[src/rtl/tape_frm_pkg.sv]
package tape_frm_pkg;
    localparam int FIELD_BYTES = 4;
    localparam int FIELD_W     = 8 * FIELD_BYTES;
    localparam int IDX_W       = $clog2(FIELD_BYTES);

    typedef enum logic [2:0] {
        W_IDLE, W_HEAD, W_BODY, W_FILL, W_TAIL
    } wr_state_e;

    typedef enum logic [2:0] {
        R_IDLE, R_HEAD, R_EVAL, R_BODY, R_FILL, R_TAIL, R_CHECK
    } rd_state_e;
endpackage

[src/rtl/tape_frm_writer.sv]
module tape_frm_writer
    import tape_frm_pkg::*;
#(
    parameter int LEN_W = 11
) (
    input  logic             clk,
    input  logic             rst_n,
    input  logic             cmd_valid,
    output logic             cmd_ready,
    input  logic [LEN_W-1:0] cmd_len,
    input  logic [7:0]       in_data,
    input  logic             in_valid,
    output logic             in_ready,
    output logic [7:0]       out_data,
    output logic             out_valid,
    input  logic             out_ready
);
    localparam logic [IDX_W-1:0] IDX_LAST = IDX_W'(FIELD_BYTES - 1);

    wr_state_e          state, nxt;
    logic [FIELD_W-1:0] len_q;
    logic [LEN_W-1:0]   cnt;
    logic [IDX_W-1:0]   idx;

    always_ff @(posedge clk or negedge rst_n) begin
        if (!rst_n) state <= W_IDLE;
        else        state <= nxt;
    end

    always_ff @(posedge clk or negedge rst_n) begin
        if (!rst_n) begin
            len_q <= '0;
            cnt   <= '0;
            idx   <= '0;
        end else begin
            if (state == W_IDLE && cmd_valid) begin
                len_q <= {{(FIELD_W-LEN_W){1'b0}}, cmd_len};
                cnt   <= cmd_len;
                idx   <= '0;
            end
            if ((state == W_HEAD || state == W_TAIL) && out_ready)
                idx <= idx + 1'b1;
            if (state == W_BODY && in_valid && out_ready)
                cnt <= cnt - 1'b1;
        end
    end

    always_comb begin
        nxt       = state;
        cmd_ready = 1'b0;
        in_ready  = 1'b0;
        out_valid = 1'b0;
        out_data  = 8'h00;
        unique case (state)
            W_IDLE: begin
                cmd_ready = 1'b1;
                if (cmd_valid) nxt = W_HEAD;
            end
            W_HEAD: begin
                out_valid = 1'b1;
                out_data  = len_q[8*idx +: 8];
                if (out_ready && idx == IDX_LAST)
                    nxt = (len_q == '0) ? W_IDLE : W_BODY;
            end
            W_BODY: begin
                out_valid = in_valid;
                out_data  = in_data;
                in_ready  = out_ready;
                if (in_valid && out_ready && cnt == LEN_W'(1))
                    nxt = len_q[0] ? W_FILL : W_TAIL;
            end
            W_FILL: begin
                out_valid = 1'b1;
                if (out_ready) nxt = W_TAIL;
            end
            W_TAIL: begin
                out_valid = 1'b1;
                out_data  = len_q[8*idx +: 8];
                if (out_ready && idx == IDX_LAST) nxt = W_IDLE;
            end
            default: nxt = W_IDLE;
        endcase
    end

    p_cmd_idle_r12: assert property (@(posedge clk) disable iff (!rst_n)
        (cmd_valid && cmd_ready) |=> !cmd_ready);

    p_frame_hold_r12: assert property (@(posedge clk) disable iff (!rst_n)
        (out_valid && !out_ready && state != W_BODY) |=> (out_valid && $stable(out_data)));
endmodule

[src/rtl/tape_frm_reader.sv]
module tape_frm_reader
    import tape_frm_pkg::*;
#(
    parameter int MAX_LEN = 1024,
    parameter int LEN_W   = 11
) (
    input  logic             clk,
    input  logic             rst_n,
    input  logic             cmd_valid,
    output logic             cmd_ready,
    input  logic             cmd_skip,
    input  logic [7:0]       in_data,
    input  logic             in_valid,
    output logic             in_ready,
    output logic [7:0]       out_data,
    output logic             out_valid,
    input  logic             out_ready,
    output logic             out_last,
    output logic [LEN_W-1:0] rec_len,
    output logic             ev_rec,
    output logic             ev_mark,
    output logic             ev_eot,
    output logic             ev_fmt,
    output logic             ev_len
);
    localparam logic [IDX_W-1:0]   IDX_LAST = IDX_W'(FIELD_BYTES - 1);
    localparam logic [FIELD_W-1:0] LEN_CAP  = FIELD_W'(MAX_LEN);

    rd_state_e          state, nxt;
    logic [FIELD_W-1:0] hdr, trl;
    logic [LEN_W-1:0]   cnt;
    logic [IDX_W-1:0]   idx;
    logic               skip_q, mark_q, take;

    always_ff @(posedge clk or negedge rst_n) begin
        if (!rst_n) state <= R_IDLE;
        else        state <= nxt;
    end

    always_ff @(posedge clk or negedge rst_n) begin
        if (!rst_n) begin
            hdr <= '0; trl <= '0; cnt <= '0; idx <= '0;
            skip_q <= 1'b0; mark_q <= 1'b0; rec_len <= '0;
            ev_rec <= 1'b0; ev_mark <= 1'b0; ev_eot <= 1'b0;
            ev_fmt <= 1'b0; ev_len <= 1'b0;
        end else begin
            ev_rec <= 1'b0; ev_mark <= 1'b0; ev_eot <= 1'b0;
            ev_fmt <= 1'b0; ev_len <= 1'b0;
            unique case (state)
                R_IDLE: if (cmd_valid) begin
                    skip_q <= cmd_skip;
                    idx    <= '0;
                end
                R_HEAD: if (in_valid) begin
                    hdr <= {in_data, hdr[FIELD_W-1:8]};
                    idx <= idx + 1'b1;
                end
                R_EVAL: begin
                    if (hdr == '0) begin
                        ev_eot  <= mark_q;
                        ev_mark <= !mark_q;
                        mark_q  <= 1'b1;
                    end else if (hdr > LEN_CAP) begin
                        ev_len <= 1'b1;
                        mark_q <= 1'b0;
                    end else begin
                        rec_len <= hdr[LEN_W-1:0];
                        cnt     <= hdr[LEN_W-1:0];
                    end
                end
                R_BODY: if (take) cnt <= cnt - 1'b1;
                R_FILL: ;
                R_TAIL: if (in_valid) begin
                    trl <= {in_data, trl[FIELD_W-1:8]};
                    idx <= idx + 1'b1;
                end
                R_CHECK: begin
                    ev_rec <= (trl == hdr);
                    ev_fmt <= (trl != hdr);
                    mark_q <= 1'b0;
                end
                default: ;
            endcase
        end
    end

    always_comb begin
        nxt       = state;
        cmd_ready = 1'b0;
        in_ready  = 1'b0;
        out_valid = 1'b0;
        out_data  = in_data;
        out_last  = 1'b0;
        take      = 1'b0;
        unique case (state)
            R_IDLE: begin
                cmd_ready = 1'b1;
                if (cmd_valid) nxt = R_HEAD;
            end
            R_HEAD: begin
                in_ready = 1'b1;
                if (in_valid && idx == IDX_LAST) nxt = R_EVAL;
            end
            R_EVAL: nxt = (hdr == '0 || hdr > LEN_CAP) ? R_IDLE : R_BODY;
            R_BODY: begin
                out_valid = !skip_q && in_valid;
                out_last  = (cnt == LEN_W'(1));
                in_ready  = skip_q || out_ready;
                take      = in_valid && (skip_q || out_ready);
                if (take && cnt == LEN_W'(1)) nxt = hdr[0] ? R_FILL : R_TAIL;
            end
            R_FILL: begin
                in_ready = 1'b1;
                if (in_valid) nxt = R_TAIL;
            end
            R_TAIL: begin
                in_ready = 1'b1;
                if (in_valid && idx == IDX_LAST) nxt = R_CHECK;
            end
            R_CHECK: nxt = R_IDLE;
            default: nxt = R_IDLE;
        endcase
    end

    p_evt_onehot_r11: assert property (@(posedge clk) disable iff (!rst_n)
        $onehot0({ev_rec, ev_mark, ev_eot, ev_fmt, ev_len}));

    p_evt_pulse_r11: assert property (@(posedge clk) disable iff (!rst_n)
        (ev_rec || ev_mark || ev_eot || ev_fmt || ev_len) |=>
        !(ev_rec || ev_mark || ev_eot || ev_fmt || ev_len));

    p_last_gap_r5: assert property (@(posedge clk) disable iff (!rst_n)
        (out_valid && out_ready && out_last) |=> !out_valid);

    p_len_cap_r10: assert property (@(posedge clk) disable iff (!rst_n)
        ev_rec |-> (rec_len <= LEN_W'(MAX_LEN)));

    p_cmd_idle_r12: assert property (@(posedge clk) disable iff (!rst_n)
        (cmd_valid && cmd_ready) |=> !cmd_ready);
endmodule

[src/rtl/tape_rec_framer.sv]
module tape_rec_framer #(
    parameter  int MAX_LEN = 1024,
    localparam int LEN_W   = $clog2(MAX_LEN + 1)
) (
    input  logic             clk,
    input  logic             rst_n,
    input  logic             wc_valid,
    output logic             wc_ready,
    input  logic [LEN_W-1:0] wc_len,
    input  logic [7:0]       wd_data,
    input  logic             wd_valid,
    output logic             wd_ready,
    output logic [7:0]       ws_data,
    output logic             ws_valid,
    input  logic             ws_ready,
    input  logic             rc_valid,
    output logic             rc_ready,
    input  logic             rc_skip,
    input  logic [7:0]       rs_data,
    input  logic             rs_valid,
    output logic             rs_ready,
    output logic [7:0]       rd_data,
    output logic             rd_valid,
    input  logic             rd_ready,
    output logic             rd_last,
    output logic [LEN_W-1:0] rd_len,
    output logic             ev_rec,
    output logic             ev_mark,
    output logic             ev_eot,
    output logic             ev_fmt_err,
    output logic             ev_len_err
);
    tape_frm_writer #(.LEN_W(LEN_W)) u_enc (
        .clk(clk), .rst_n(rst_n),
        .cmd_valid(wc_valid), .cmd_ready(wc_ready), .cmd_len(wc_len),
        .in_data(wd_data), .in_valid(wd_valid), .in_ready(wd_ready),
        .out_data(ws_data), .out_valid(ws_valid), .out_ready(ws_ready)
    );

    tape_frm_reader #(.MAX_LEN(MAX_LEN), .LEN_W(LEN_W)) u_dec (
        .clk(clk), .rst_n(rst_n),
        .cmd_valid(rc_valid), .cmd_ready(rc_ready), .cmd_skip(rc_skip),
        .in_data(rs_data), .in_valid(rs_valid), .in_ready(rs_ready),
        .out_data(rd_data), .out_valid(rd_valid), .out_ready(rd_ready),
        .out_last(rd_last), .rec_len(rd_len),
        .ev_rec(ev_rec), .ev_mark(ev_mark), .ev_eot(ev_eot),
        .ev_fmt(ev_fmt_err), .ev_len(ev_len_err)
    );
endmodule

[config.mk]
export PLATFORM = sky130hd
export DESIGN_NAME = tape_rec_framer
export DESIGN_NICKNAME = d
export VERILOG_FILES = /design/src/rtl/tape_frm_pkg.sv /design/src/rtl/tape_frm_writer.sv /design/src/rtl/tape_frm_reader.sv /design/src/rtl/tape_rec_framer.sv
export SDC_FILE = /design/constraint.sdc
export NUM_CORES = 1
export LEC_CHECK = 0
export CAP_MARGIN = 5
export CORE_MARGIN = 5
export CORE_UTILIZATION = 50
export DETAILED_ROUTE_END_ITERATION = 10
export GPL_TIMING_DRIVEN = 0
export PLACE_DENSITY = 0.81
export SYNTH_ARGS = -nofsm -noshare
export SYNTH_HDL_FRONTEND = slang
export SYNTH_SLANG_ARGS = --single-unit
[constraint.sdc]
create_clock -name clk -period 5.9 [get_ports clk]
set_input_delay 1.18 -clock clk [delete_from_list [all_inputs] [get_ports clk]]
set_output_delay 1.18 -clock clk [all_outputs]
set_load 0.05 [all_outputs]
**Word-level counts from Yosys, hierarchy flattened**

Index checks and enable logic that the tools add are counted.
Widths: inputs -> output; s select.

- Bits in registers: 125
- Input port bits: 36
- Output and inout bits: 39

- $add $sub $neg: 4
- Magnitude comparators: 1
- Equal/unequal tests: 31
- Shift operators: 1
- Multiplexer cells: 48
- Bitwise logic cells: 2
- Reductions and logical operators: 38

Operator list:

| kind | number |
|---|---|
| $logic_not 32->1 | 2 |
| $mux 11 | 5 |
| $mux 3 | 11 |
| $eq 32x32->1 | 1 |
| $gt 32x11->1 const B | 1 |
| $ne 32x32->1 | 1 |
| $shiftx 32x6->8 | 1 |
| $eq 11x1->1 const B | 2 |
| $pmux 11 s2 | 1 |
| $sub 11x1->11 const B | 2 |
| $mux 1 | 18 |
| $ne 2x2->1 const B | 9 |
| $pmux 3 s6 | 1 |
| $pmux 8 s2 | 1 |
| $pmux 3 s5 | 1 |
| $eq 3x2->1 const B | 4 |
| $eq 3x3->1 const B | 4 |
| $mux 2 | 6 |
| $logic_and 1x1->1 | 11 |
| $ne 2x1->1 const B | 5 |
| $reduce_and 5->1 | 2 |
| $reduce_bool 2->1 | 5 |
| $reduce_and 2->1 | 4 |
| $eq 3x1->1 const B | 2 |
| 13 further kinds | 25 |

**Logic depth before layout (Yosys ltp)**

Gate-level depths: netlist of run 1.

- Depth after elaboration: 5
- Gate-level depth with buffers: 8
- Mapped depth without buffers: 7

**By module**

A second synthesis of run 1 with hierarchy kept.

- Cell total of the unflattened synthesis: 555
- Area total of the unflattened synthesis: 6203.4 µm²

By module, submodules not included:

| module | instances | cells each | area each (µm²) | seq. area each (µm²) |
|---|---|---|---|---|
| tape_frm_reader | 1 | 383 | 4657.0 | 2452.4 |
| tape_frm_writer | 1 | 172 | 1546.5 | 675.6 |

**Worst setup path after synthesis of run 1**

OpenSTA, ideal clock, no wires.

- Path type: input to output
- Start point: in wd_valid
- End point: out ws_valid
- Arrival time: 2.332 ns
- Required time: 4.720 ns
- Setup slack: 2.388 ns
- Stages on the path: 2
- Buffers on the path: 0
- Cell sequence: a21oi_1 o21ai_0

- Cells in the longest elaborated chain, start to end: 1

RTL lines:

| item | RTL line | text |
|---|---|---|
| start: declaration | tape_rec_framer.sv:11 | `input logic wd_valid,` |
| $pmux 1 s2 | tape_frm_writer.sv:54 | `unique case (state)` |
| end: declaration | tape_rec_framer.sv:14 | `output logic ws_valid,` |

Every way passes these cells.

**Final worst setup path of run 1**

- Start point: reg u_enc.state[2]
- End point: out ws_data[7]

- Cells in the longest elaborated chain, start to end: 3
- Elaborated cells between the ends (all ways): 5
- Classes of those cells: 3 x eq/ne; 1 x mux; 1 x reduce/logical

RTL lines:

| item | RTL line | text |
|---|---|---|
| start: declaration | tape_frm_writer.sv:20 | `wr_state_e state, nxt;` |
| start signal: assignment | tape_frm_writer.sv:27 | `else state <= nxt;` |
| $eq 3x3->1 / $eq 3x1->1 (equally long branches) | tape_frm_writer.sv:54 |  |
| $reduce_or 2->1 (no source line) | n/a |  |
| $pmux 8 s2 (*) | tape_frm_writer.sv:54 |  |
| end: declaration | tape_rec_framer.sv:13 | `output logic [7:0] ws_data,` |

Every way passes the cells marked *; elsewhere a longest branch is shown, timed or not.

==> results.toml, run 1 <==
[worst_setup_path]
start_kind = "register"
crit_fanout = 10
end_kind = "output port"
critical_path_class = "reg -> out"
arrival_ns = 3.03
ff2ff_path_depth = 7
worstPathRequired_ns = 4.72

[finish]
nets = 693
final_layout_size_suffix_gt1_share_pct = 20.3
final_cell_mix = "dfrtp_1, mux2_2, clkdlybuf4s50_1"
design_area_sq_um = 7760
fillers = 920
final_util_pct = 64.4
fin_cells = 832
num_antenna_cells = 0
final_common_cell = "dfrtp_1"
area_growth_pct = 25.8
multi_input_area_sq_um = 2820
seqCellArea_sq_um = 3130

[clocking]
ctsHoldBuffers = 0
path_clk_slew_ns = 0.06
tritoncts = "built"
cts_sinks = 125
cts_root_buf = "clkbuf_16"
cts_max_path_buffers = 2
insertion_delay_ns = 0.42
cts_resized = 0
cts_made_buffers = 17
cts-htree-levels = 4
cts_setup_buffers = 0

[detailed_routing]
drc = 0
avgRoutedWirePerCell_um = 17.9
route.vias.total = 4782
firstDrtPassIters = 7
drt_iter0_drc = 501
postRouteAntennaNets = 0
routed_wl_mm = 14.9
via_per_inst = 5.75

[synth]
syn_area_sq_um = 6170
ys.flop_type = "dfrtp_1"
synth_top_area_share_pct = 50.7
synth_cell_types = 55
syn_inst = 557
seq_area_frac_synth_pct = 50.7
synth_area_leaders = "dfrtp_1, mux2_2, xor2_1"
yosysTopAreaCell = "dfrtp_1"
ys_ff_latch = 125
synth_edf_count = 0
async_flop_share_pct = 100
avgSynthCellArea_sq_um = 11.1
yosysWarnings = 0
syn_nets = 599

[sta]
setup_violations = 0
clock-skew-final_ns = 0.00810
slew_viol_final = 0
fin_ws_ns = 1.69
max_freq_mhz = 238
relSlewSlack_pct = 38.3
whs_ns = 0.455
worst_pin_slew_ns = 0.918
hold_viol_final = 0
setup-tns-final_ns = 0
grt_setup_unrepaired = "no"
fin_crit_sh_pct = 71.3
period_minus_slack_ns = 4.21

[grt]
grt_max_degree = 91
grt.total_usage_pct = 21.8
antenna_found_initial = 0
grt_pass1_vias = 4920
grt_pass1_wl_mm = 25.3
overflow = 0

[placed_design]
numPortBuffers = 74
place_ws_ns = 1.87
dpl.cell_count = 800
hpwl_mm = 10.7
postPlaceCellArea_sq_um = 7150
gp_congestion = 0.870

[run_status]
status = "complete, no violations"

[power]
power_leakage_nw = 3.35
ir_worst_vdd_mv = 0.257
finalPower_mw = 4.30
power_density_nw_per_um2 = 553

[min_path]
hold_path_class = "reg -> reg"
worstHoldPathCells = 1

[floorplanning]
core.rowCount = 40
start_util_pct = 51.2
die_x_um = 121
core_sq_um = 12100
pin_count = 75
die_area_sq_um = 14700
die_h_um = 121

[flow_run]
max_cap_viol_count = 0
registers in the layout, indices dropped and copies added, names as in the netlist, 3 cells and up:
signal	cells
u_dec.trl	32
u_dec.state	3
u_dec.cnt	11
u_enc.cnt	11
u_enc.state	3
u_dec.hdr	32
u_dec.rec_len	11
u_enc.len_q	11
worst paths after layout:
path,slack (ns),startpoint,to
min in group asynchronous,0.65,rst_n,u_enc.len_q[4]
worst min register to register,0.45,u_dec.mark_q,u_dec.ev_mark
worst min-delay path,0.45,u_dec.mark_q,u_dec.ev_mark
worst max-delay path,1.69,u_enc.state[2],ws_data[7]
max in group asynchronous,4.50,rst_n,u_dec.rec_len[7]
worst max register to register,3.24,u_dec.hdr[7],u_dec.rec_len[7]
power by group:
group / internal, mW / switching (mW) / leakage (nW)
registers: 1.21 / 0.408 / 1.56
logic: 0.734 / 0.867 / 1.50
clock network: 0.673 / 0.400 / 0.294
total: 2.62 / 1.68 / 3.35
cell families after synthesis:
kind of cell / synth area share [%]
AND/OR/NAND/NOR: 13.4
flip-flops: 50.7
AO/OA/AOI/OAI: 11.3
multiplexers: 15.1
buffers and inverters: 3.59
XOR/XNOR: 4.68
adder cells (fa/ha/maj): 1.22
worst max-delay path, cell delays in order, from the launching register on:
cell             delay, ns
dfrtp_1               0.36
clkbuf_1              0.32
xnor2_1               0.17
nor4_1                0.72
a22o_1                0.24
clkdlybuf4s50_1       0.81
layout make-up:
class / instances / share of cell area, %
buffer: 34 / 2.08
clock buffer: 18 / 5.53
clock inverter: 14 / 2.35
inverter: 16 / 0.773
multi-input combinational: 382 / 36.4
sequential: 125 / 40.3
tap: 168 / 2.71
timing repair buffer: 75 / 9.91
routing by layer:
| layer | part of all wire, % | track usage, % |
|---|---|---|
| met3 | 4.6 | 5.41 |
| met1 | 43 | 28.2 |
| met5 | 0 | 0 |
| met2 | 50 | 35.4 |
| met4 | 2.0 | 8.14 |
Yosys cell counts, types with 5 or more instances:
| library cell | instances |
|---|---|
| inv_1 | 16 |
| nor4_1 | 19 |
| o22a_1 | 7 |
| mux2_2 | 79 |
| clkbuf_1 | 17 |
| or4_1 | 8 |
| nor2_1 | 32 |
| nand4_1 | 5 |
| nand3_1 | 13 |
| a211oi_1 | 7 |
| buf_1 | 6 |
| dfrtp_1 | 125 |
| a22o_1 | 10 |
| a31oi_1 | 7 |
| o211ai_1 | 6 |
| or2_2 | 5 |
| o21ai_0 | 18 |
| buf_4 | 8 |
| nor3_1 | 14 |
| a21oi_1 | 16 |
| xor2_1 | 32 |
| nand2_1 | 42 |
| ha_1 | 6 |
Power figures use the tool's default switching activity.
==> run 2: changes to the inputs <==
==> constraint.sdc (replaced) <==
create_clock -name clk -period 3.9 [get_ports clk]
set_input_delay 0.78 -clock clk [delete_from_list [all_inputs] [get_ports clk]]
set_output_delay 0.78 -clock clk [all_outputs]
set_load 0.05 [all_outputs]
==> run 2 against run 1 <==
Cell count unchanged. Combinational power increased by 51%. Clock power increased by 51%. Critical path depth unchanged. First-iteration DRC count increased by 3.8%. Sequential share of layout area about the same.
==> results.toml, run 2 (synthesized netlist as in run 1, its figures left out) <==
[placed_design]
hpwl_mm = 10.7
dpl.cell_count = 800
postPlaceCellArea_sq_um = 7150
place_ws_ns = 0.517
gp_congestion = 0.870
numPortBuffers = 74

[finish]
num_antenna_cells = 0
multi_input_area_sq_um = 2830
final_common_cell = "dfrtp_1"
fin_cells = 832
final_layout_size_suffix_gt1_share_pct = 20.5
seqCellArea_sq_um = 3130
nets = 693
final_cell_mix = "dfrtp_1, mux2_2, clkdlybuf4s50_1"
area_growth_pct = 25.9
design_area_sq_um = 7770
top_regs = "u_dec.hdr x32, u_dec.trl x32"
fillers = 920

[sta]
hold_viol_final = 0
grt_setup_unrepaired = "no"
relSlewSlack_pct = 55.0
period_minus_slack_ns = 3.78
max_freq_mhz = 264
worst_pin_slew_ns = 0.671
fin_ws_ns = 0.116
clock-skew-final_ns = 0.00800
setup_violations = 0
setup-tns-final_ns = 0
fin_crit_sh_pct = 97.0
slew_viol_final = 0

[grt]
grt_pass1_wl_mm = 25.3
grt.busiest_layer = "met2"
grt_max_degree = 91
gr-usage-met1_pct = 28.2
grt.total_usage_pct = 21.8
gr-usage-met3_pct = 5.41
grt_use_met2_pct = 35.4
antenna_found_initial = 0
grt_pass1_vias = 4920
overflow = 0

[power]
power_density_nw_per_um2 = 836
finalPower_mw = 6.50
power_leakage_nw = 3.35
ir_worst_vdd_mv = 0.385

[clocking]
cts_sinks = 125
cts_root_buf = "clkbuf_16"
tritoncts = "built"
insertion_delay_ns = 0.42
cts_made_buffers = 17
cts-htree-levels = 4
path_clk_slew_ns = 0.06
cts_max_path_buffers = 2
cts_setup_buffers = 0

[detailed_routing]
firstDrtPassIters = 5
route.vias.total = 4783
drc = 0
via_per_inst = 5.75
routed_wl_mm = 14.9
avgRoutedWirePerCell_um = 17.9
postRouteAntennaNets = 0
drt_iter0_drc = 520

[floorplanning]
core.rowCount = 40
die_x_um = 121
start_util_pct = 51.2
core_sq_um = 12100
pin_count = 75
die_h_um = 121
die_area_sq_um = 14700

[worst_setup_path]
cp_cell_sequence = "clkbuf_1 > nand3_1 > clkbuf_1 > nor3b_1 > clkdlybuf4s50_1"
slowest_delay_ns = 0.83
crit_slowest_cell = "clkdlybuf4s50_1"
cpMostUsedCell = "clkbuf_1"
critical_path_class = "reg -> out"
start_kind = "register"
crit_fanout = 10
worstPathRequired_ns = 3.12
arrival_ns = 3.00
end_kind = "output port"

[min_path]
hold_path_class = "in -> async"

[flow_run]
max_cap_viol_count = 0

[run_status]
status = "complete, no violations"
run 2: cell counts in the layout (fill, tap and decap cells not counted):
Identical to the previous run, type by type.
run 2: worst max-delay path: cells and delay by family, from the launching register on:
kind | cells | cell delay (ns)
and+or+nand+nor | 2 | 0.68
buffers and inverters | 3 | 1.54
DFF | 1 | 0.36
run 2: routing by layer:
layer	wire [um]	up-vias
met3	694	28
met4	336	0
met5	0	-
met1	6410	2378
li1	-	2232
met2	7420	145
run 2: path summary, 6_finish.rpt:
| check | slack (ns) | startpoint | cells past startpoint | to |
|---|---|---|---|---|
| max | 0.12 | u_dec.state[0] | 5 | rd_valid |
| min | 0.25 | rst_n | 1 | u_enc.len_q[4] |
| max reg2reg | 1.24 | u_dec.hdr[7] | 7 | u_dec.rec_len[7] |
| min reg2reg | 0.45 | u_dec.mark_q | 1 | u_dec.ev_mark |
| max in group asynchronous | 2.89 | rst_n | 2 | u_dec.rec_len[7] |
| min in group clk | 0.45 | u_dec.mark_q | 1 | u_dec.ev_mark |
run 2: layout make-up:
cell class	instances	share of cell area, %
well taps	168	2.70
multi-input cells	382	36.4
repair buffers	75	9.90
plain buffers	34	2.08
flip-flops and latches	125	40.3
clock inverters	14	2.35
clock buffers	18	5.52
inverters	16	0.773
run 2: per-stage QoR:
| step | util [%] | hold WS [ns] |
|---|---|---|
| after floorplan | - | 0.418 |
| after global placement | 59.1 | 0.442 |
| after detailed placement | 59.3 | 0.443 |
| after CTS | 64.4 | 0.254 |
| after global routing | 64.4 | 0.268 |
| final | 64.4 | 0.250 |
run 2: what timing repair did:
action,CTS,global route
gates resized for setup,0,1
hold buffers,0,0
endpoints found under the setup margin,0,5
run 2: power breakdown:
group	switching, mW	leakage [nW]	internal (mW)
registers	0.618	1.56	1.83
clock network	0.603	0.294	1.02
logic	1.31	1.50	1.11
total	2.53	3.35	3.96
